**src/rtl/cwag_pkg.sv**
```systemverilog
package cwag_pkg;
    typedef enum logic {
        S_IDLE,
        S_WALK
    } walk_state_e;
endpackage

```
**src/rtl/cwag_cnt.sv**
```systemverilog
module cwag_cnt #(
    parameter int W = 8
) (
    input  logic         clk,
    input  logic         rst_n,
    input  logic         clr,
    input  logic         inc,
    input  logic [W-1:0] lim,
    output logic [W-1:0] val,
    output logic         last
);
    assign last = (val == lim);

    always_ff @(posedge clk or negedge rst_n) begin
        if (!rst_n)
            val <= '0;
        else if (clr)
            val <= '0;
        else if (inc)
            val <= last ? '0 : val + W'(1);
    end

    // Counter wraps to zero after its limit (R4, R5, R7 shape)
    p_wrap_r4: assert property (@(posedge clk) disable iff (!rst_n)
        (inc && last && !clr) |=> (val == '0));
endmodule

```
**src/rtl/cwag_ptr.sv**
```systemverilog
module cwag_ptr #(
    parameter int CW = 32
) (
    input  logic          clk,
    input  logic          rst_n,
    input  logic          load,
    input  logic [CW-1:0] load_val,
    input  logic          beat,
    input  logic          d_last,
    input  logic          c_last,
    input  logic          r_last,
    input  logic [CW-1:0] pix_step,
    input  logic [CW-1:0] row_step,
    input  logic [CW-1:0] blk_step,
    output logic [CW-1:0] cur
);
    logic [CW-1:0] blk_o, row_o, pix_o;
    logic [CW-1:0] pix_nx, row_nx, blk_nx;

    always_comb begin
        pix_nx = pix_o + pix_step;
        row_nx = row_o + row_step;
        blk_nx = blk_o + blk_step;
    end

    always_ff @(posedge clk or negedge rst_n) begin
        if (!rst_n) begin
            blk_o <= '0;
            row_o <= '0;
            pix_o <= '0;
            cur   <= '0;
        end else if (load) begin
            blk_o <= load_val;
            row_o <= load_val;
            pix_o <= load_val;
            cur   <= load_val;
        end else if (beat) begin
            if (!d_last) begin
                cur <= cur + CW'(1);
            end else if (!c_last) begin
                pix_o <= pix_nx;
                cur   <= pix_nx;
            end else if (!r_last) begin
                row_o <= row_nx;
                pix_o <= row_nx;
                cur   <= row_nx;
            end else begin
                blk_o <= blk_nx;
                row_o <= blk_nx;
                pix_o <= blk_nx;
                cur   <= blk_nx;
            end
        end
    end

    // Inside a pixel the component index steps by one
    p_depth_step_r3: assert property (@(posedge clk) disable iff (!rst_n)
        (beat && !d_last && !load) |=> (cur == $past(cur) + CW'(1)));
    // Pointer is frozen when no beat happens
    p_ptr_hold_r8: assert property (@(posedge clk) disable iff (!rst_n)
        (!beat && !load) |=> $stable(cur));
endmodule

```
**src/rtl/cwag_top.sv**
```systemverilog
module cwag_top
    import cwag_pkg::*;
#(
    parameter int AW              = 32,
    parameter int CUBE_W_BITS     = 20,
    parameter int BDIM_BITS       = 12,
    parameter int DEPTH_BITS      = 8,
    parameter int SKIP_BITS       = 16,
    parameter int NBLK_BITS       = 9,
    parameter int COMP_BYTES_LOG2 = 1
) (
    input  logic                   clk,
    input  logic                   rst_n,
    input  logic                   cfg_start,
    input  logic                   cfg_cmp_irq_en,
    input  logic                   cfg_flag_clr,
    input  logic [AW-1:0]          cfg_base,
    input  logic [AW-1:0]          cfg_offset,
    input  logic [CUBE_W_BITS-1:0] cfg_cube_w,
    input  logic [BDIM_BITS-1:0]   cfg_blk_w_m1,
    input  logic [BDIM_BITS-1:0]   cfg_blk_h_m1,
    input  logic [DEPTH_BITS-1:0]  cfg_depth,
    input  logic [SKIP_BITS-1:0]   cfg_skip,
    input  logic [SKIP_BITS-1:0]   cfg_last_skip,
    input  logic [NBLK_BITS-1:0]   cfg_nbx_m1,
    input  logic [NBLK_BITS-1:0]   cfg_nby_m1,
    output logic                   addr_valid,
    input  logic                   addr_ready,
    output logic [AW-1:0]          addr,
    output logic                   done,
    output logic                   cmp_flag,
    output logic                   irq
);
    localparam int DEPTH_FULL = 1 << DEPTH_BITS;

    walk_state_e state, state_nx;
    logic start_q, start_rise, launch;
    logic beat, blk_end, walk_end;
    logic d_last, c_last, r_last, bx_last, by_last;
    logic [DEPTH_BITS-1:0] d_val, d_lim;
    logic [BDIM_BITS-1:0]  c_val, r_val;
    logic [NBLK_BITS-1:0]  bx_val, by_val;
    logic [AW-1:0] cur, pix_step, blk_step;

    assign start_rise = cfg_start && !start_q;
    assign launch     = (state == S_IDLE) && start_rise;
    assign addr_valid = (state == S_WALK);
    assign beat       = addr_valid && addr_ready;
    assign blk_end    = beat && d_last && c_last && r_last;
    assign walk_end   = blk_end && bx_last && by_last;

    assign d_lim    = cfg_depth - DEPTH_BITS'(1);
    assign pix_step = (cfg_depth == '0) ? AW'(DEPTH_FULL) : AW'(cfg_depth);
    assign blk_step = bx_last ? AW'(cfg_last_skip) : AW'(cfg_skip);
    assign addr     = cfg_base + (cur << COMP_BYTES_LOG2);
    assign irq      = cmp_flag;

    always_ff @(posedge clk or negedge rst_n) begin
        if (!rst_n) begin
            state   <= S_IDLE;
            start_q <= 1'b0;
        end else begin
            state   <= state_nx;
            start_q <= cfg_start;
        end
    end

    always_comb begin
        state_nx = state;
        unique case (state)
            S_IDLE: if (launch)   state_nx = S_WALK;
            S_WALK: if (walk_end) state_nx = S_IDLE;
            default:              state_nx = S_IDLE;
        endcase
    end

    always_ff @(posedge clk or negedge rst_n) begin
        if (!rst_n) begin
            done     <= 1'b0;
            cmp_flag <= 1'b0;
        end else begin
            if (launch)        done <= 1'b0;
            else if (walk_end) done <= 1'b1;
            if (walk_end && cfg_cmp_irq_en) cmp_flag <= 1'b1;
            else if (cfg_flag_clr)          cmp_flag <= 1'b0;
        end
    end

    cwag_cnt #(.W(DEPTH_BITS)) u_cnt_d (
        .clk(clk), .rst_n(rst_n), .clr(launch), .inc(beat),
        .lim(d_lim), .val(d_val), .last(d_last));
    cwag_cnt #(.W(BDIM_BITS)) u_cnt_c (
        .clk(clk), .rst_n(rst_n), .clr(launch), .inc(beat && d_last),
        .lim(cfg_blk_w_m1), .val(c_val), .last(c_last));
    cwag_cnt #(.W(BDIM_BITS)) u_cnt_r (
        .clk(clk), .rst_n(rst_n), .clr(launch), .inc(beat && d_last && c_last),
        .lim(cfg_blk_h_m1), .val(r_val), .last(r_last));
    cwag_cnt #(.W(NBLK_BITS)) u_cnt_bx (
        .clk(clk), .rst_n(rst_n), .clr(launch), .inc(blk_end),
        .lim(cfg_nbx_m1), .val(bx_val), .last(bx_last));
    cwag_cnt #(.W(NBLK_BITS)) u_cnt_by (
        .clk(clk), .rst_n(rst_n), .clr(launch), .inc(blk_end && bx_last),
        .lim(cfg_nby_m1), .val(by_val), .last(by_last));

    cwag_ptr #(.CW(AW)) u_ptr (
        .clk(clk), .rst_n(rst_n), .load(launch), .load_val(cfg_offset),
        .beat(beat), .d_last(d_last), .c_last(c_last), .r_last(r_last),
        .pix_step(pix_step), .row_step(AW'(cfg_cube_w)), .blk_step(blk_step),
        .cur(cur));

    // Idle without a start edge stays idle
    p_no_restart_r1: assert property (@(posedge clk) disable iff (!rst_n)
        (state == S_IDLE && !start_rise) |=> !addr_valid);
    // Stalled address is held
    p_hold_r8: assert property (@(posedge clk) disable iff (!rst_n)
        (addr_valid && !addr_ready) |=> (addr_valid && $stable(addr)));
    // Done only rises right after an accepted address
    p_done_after_beat_r9: assert property (@(posedge clk) disable iff (!rst_n)
        $rose(done) |-> $past(addr_valid && addr_ready));
    // Flag only rises when enabled
    p_flag_gated_r10: assert property (@(posedge clk) disable iff (!rst_n)
        $rose(cmp_flag) |-> $past(cfg_cmp_irq_en));
    // Counter values stay inside their limits while walking
    p_blk_range_r7: assert property (@(posedge clk) disable iff (!rst_n)
        addr_valid |-> (bx_val <= cfg_nbx_m1 && by_val <= cfg_nby_m1
                        && c_val <= cfg_blk_w_m1 && r_val <= cfg_blk_h_m1
                        && (cfg_depth == '0 || d_val < cfg_depth)));
endmodule

```
**config.mk**
```make
export PLATFORM = sky130hd
export DESIGN_NAME = cwag_top
export DESIGN_NICKNAME = d
export VERILOG_FILES = /design/src/rtl/cwag_pkg.sv /design/src/rtl/cwag_cnt.sv /design/src/rtl/cwag_ptr.sv /design/src/rtl/cwag_top.sv
export SDC_FILE = /design/constraint.sdc
export NUM_CORES = 1
export LEC_CHECK = 0
export BUFFER_PORTS_ARGS = -buffer_cell sky130_fd_sc_hd__clkbuf_2
export CELL_PAD_IN_SITES_DETAIL_PLACEMENT = 0
export CELL_PAD_IN_SITES_GLOBAL_PLACEMENT = 1
export CORE_ASPECT_RATIO = 1.75
export CORE_MARGIN = 5
export CORE_UTILIZATION = 30
export CTS_CLUSTER_DIAMETER = 60
export DETAILED_ROUTE_END_ITERATION = 12
export PLACE_DENSITY_LB_ADDON = 0.1
export SKIP_CTS_REPAIR_TIMING = 1
export SKIP_LAST_GASP = 1
export SLEW_MARGIN = 20
export SYNTH_ARGS = -nofsm -noshare
export SYNTH_HDL_FRONTEND = slang
export SYNTH_HIERARCHICAL = 1
export SYNTH_SLANG_ARGS = --single-unit
```
**constraint.sdc**
```tcl
create_clock -name clk -period 4.6 [get_ports clk]
set_clock_uncertainty 0.1 [all_clocks]
set_input_delay 0.23 -clock clk [delete_from_list [all_inputs] [get_ports clk]]
set_output_delay 0.23 -clock clk [all_outputs]
set_load 0.01 [all_outputs]
```
==> out/results.ini <==
[logic_synthesis]
syn-instance-count = 2125
mappedNetlistArea_um2 = 17140
syn_area_per_cell_um2 = 8.065
yosys_warnings = 6

[grt]
grtUsageMet3 = 0.01919
grtUsageMet2 = 0.4114
grt_max_degree = 94
antenna_found_initial = 0
grt_pass1_vias = 17447
gr-usage-met1 = 0.2480
grt_pass1_wl_um = 103800
top_usage_layer = met2
overflow = 0
grt_use_total = 0.2156

[floorplanning]
io_pins = 208
fp.dieW_um = 190.7
core_area_um2 = 56890
die_h_um = 326.2
dieArea_um2 = 62200
initial_core_util = 0.3012
rows = 116

[layout]
layout.nets = 2734
post-route-util = 0.3653
instances_no_fill = 3207
finalInstanceArea_um2 = 20780
num_antenna_cells = 0
nFillCells = 6175
area_growth_pct = 21.26
layout_common_cells = nand2_1 (230), clkbuf_2 (203), dfrtp_1 (178)
drive_gt1_frac = 0.1861
final_common_cell = nand2_1

[setup_path]
worstSetupPathType = reg -> reg
critPathLaunchType = flip-flop
worst-r2r-setup-slack_ps = 220
worstSetupEndpointType = flip-flop
reg2reg_depth = 19
cp.required_ps = 4840
r2r-end = u_ptr/cur[28]
slowest_delay_ps = 410
crit_arrival_ps = 4620
crit_path_frequent_cell = buf_4
crit_path_top_delay_cell = fa_1
crit_chain = xnor2_1 > nand4_1 > nor4_4 > buf_12 > mux2_2 > ha_1 > fa_1 > a21oi_2 > o21ai_2 > a21oi_2 > nor4_1 > buf_4 > a211oi_1 > buf_4 > o21ai_0 > xor2_1 > a221oi_2 > buf_4 > nand3_1
regToRegStartpoint = u_cnt_bx/val[4]
critPathMaxFanout = 7

[placed_design]
numPortBuffers = 204
hpwl_um = 55270
placed_cells = 3155
place_area_um2 = 19780
post-place-ws_ps = -116.7
place.gp.congestion = 0.9054

[worst_hold_path]
hold_path_end = u_ptr/blk_o[14]
holdPathStages = 3
holdCritPathClass = in -> reg
hp-start = cfg_offset[14]

[route]
route.detailed.drc = 0
vias_per_cell = 5.377
drt_iter0_markers = 1149
wire_per_inst_um = 21.42
routed_wl_um = 68680
vias = 17243
drt_pass1_iterations = 5
ant_nets = 0

[clock_tree]
clockRootBuffer = clkbuf_16
htree_levels = 4
cts_buffer_depth = 2
cts_buffers = 17
insertion_delay_ps = 470
cts_tree = yes
cts_sinks = 178
clkSlewWorstSetupHoldPaths_ps = 80

[timing]
relSlewSlack = 0.2281
fin_ws_ps = 223.9
period_minus_slack_ps = 4376
finalCritPeriodShare = 0.9513
setup_viol = 0
timing.hold.ws_ps = -17.32
hold_violations = 3
rsz0062_at_grt = true
fmax_ghz = 0.2285
maxSlewViolCount = 0
worstMarginPinSlew_ps = 1154
finalSetupTns_ps = 0

[power_and_ir_drop]
power.total_mw = 9.472
power.density_nw_per_um2 = 455.8
p_leak_nw = 9.604
ir_worst_vdd_mv = 0.2897

[status]
failed_checks = negative hold slack
status = finished with violations

[job]
max-cap-violations = 0

layout make-up:
cell class	count	area, µm²	share of cell area
clock inverter	11	175.2	0.008429
sequential	178	4454	0.2143
tap	767	959.7	0.04618
timing repair buffer	342	2166	0.1042
multi-input combinational	1833	12350	0.5943
inverter	55	206.4	0.009934
clock buffer	21	470.5	0.02264
registers in the layout (all words and copies together), names as in the netlist, 8 cells and up:
signal	flops
u_cnt_r/val	12
u_ptr/pix_o	31
u_ptr/blk_o	31
u_cnt_c/val	12
u_ptr/cur	31
u_cnt_by/val	9
u_cnt_d/val	8
u_cnt_bx/val	9
u_ptr/row_o	31
worst max path at each step:
stage	from	end	slack, ps	depth (start not counted)
floorplan	u_cnt_bx/val[0]	u_ptr/pix_o[27]	90	17
global placement	u_cnt_bx/val[0]	u_ptr/cur[29]	-160	19
detailed placement	u_cnt_bx/val[0]	u_ptr/cur[29]	-120	19
CTS	u_cnt_bx/val[0]	u_ptr/cur[29]	-170	19
global route	u_cnt_bx/val[4]	u_ptr/cur[29]	-40	20
finish	u_cnt_bx/val[4]	u_ptr/cur[28]	220	19
metal layers:
metal | wire [µm] | part of all wire
met1 | 27640 | 0.40
met2 | 36450 | 0.53
met3 | 2381 | 0.035
met4 | 2209 | 0.032
met5 | 0 | 0
report_power, final:
part           internal [mW]  switching [mW]
clock network          0.959           0.724
logic                   2.28            3.19
registers               1.93           0.391
critical path: cells and delay by family, from the launching register on:
| kind | cells | cell delay (ps) |
|---|---|---|
| AOI/OAI and AO/OA | 6 | 1150 |
| buffers and inverters | 4 | 670 |
| adders and majority gates | 2 | 640 |
| and+or+nand+nor | 4 | 600 |
| DFF | 1 | 400 |
| xor gates and xnor gates | 2 | 340 |
| muxes | 1 | 330 |
Power figures use the tool's default switching activity.
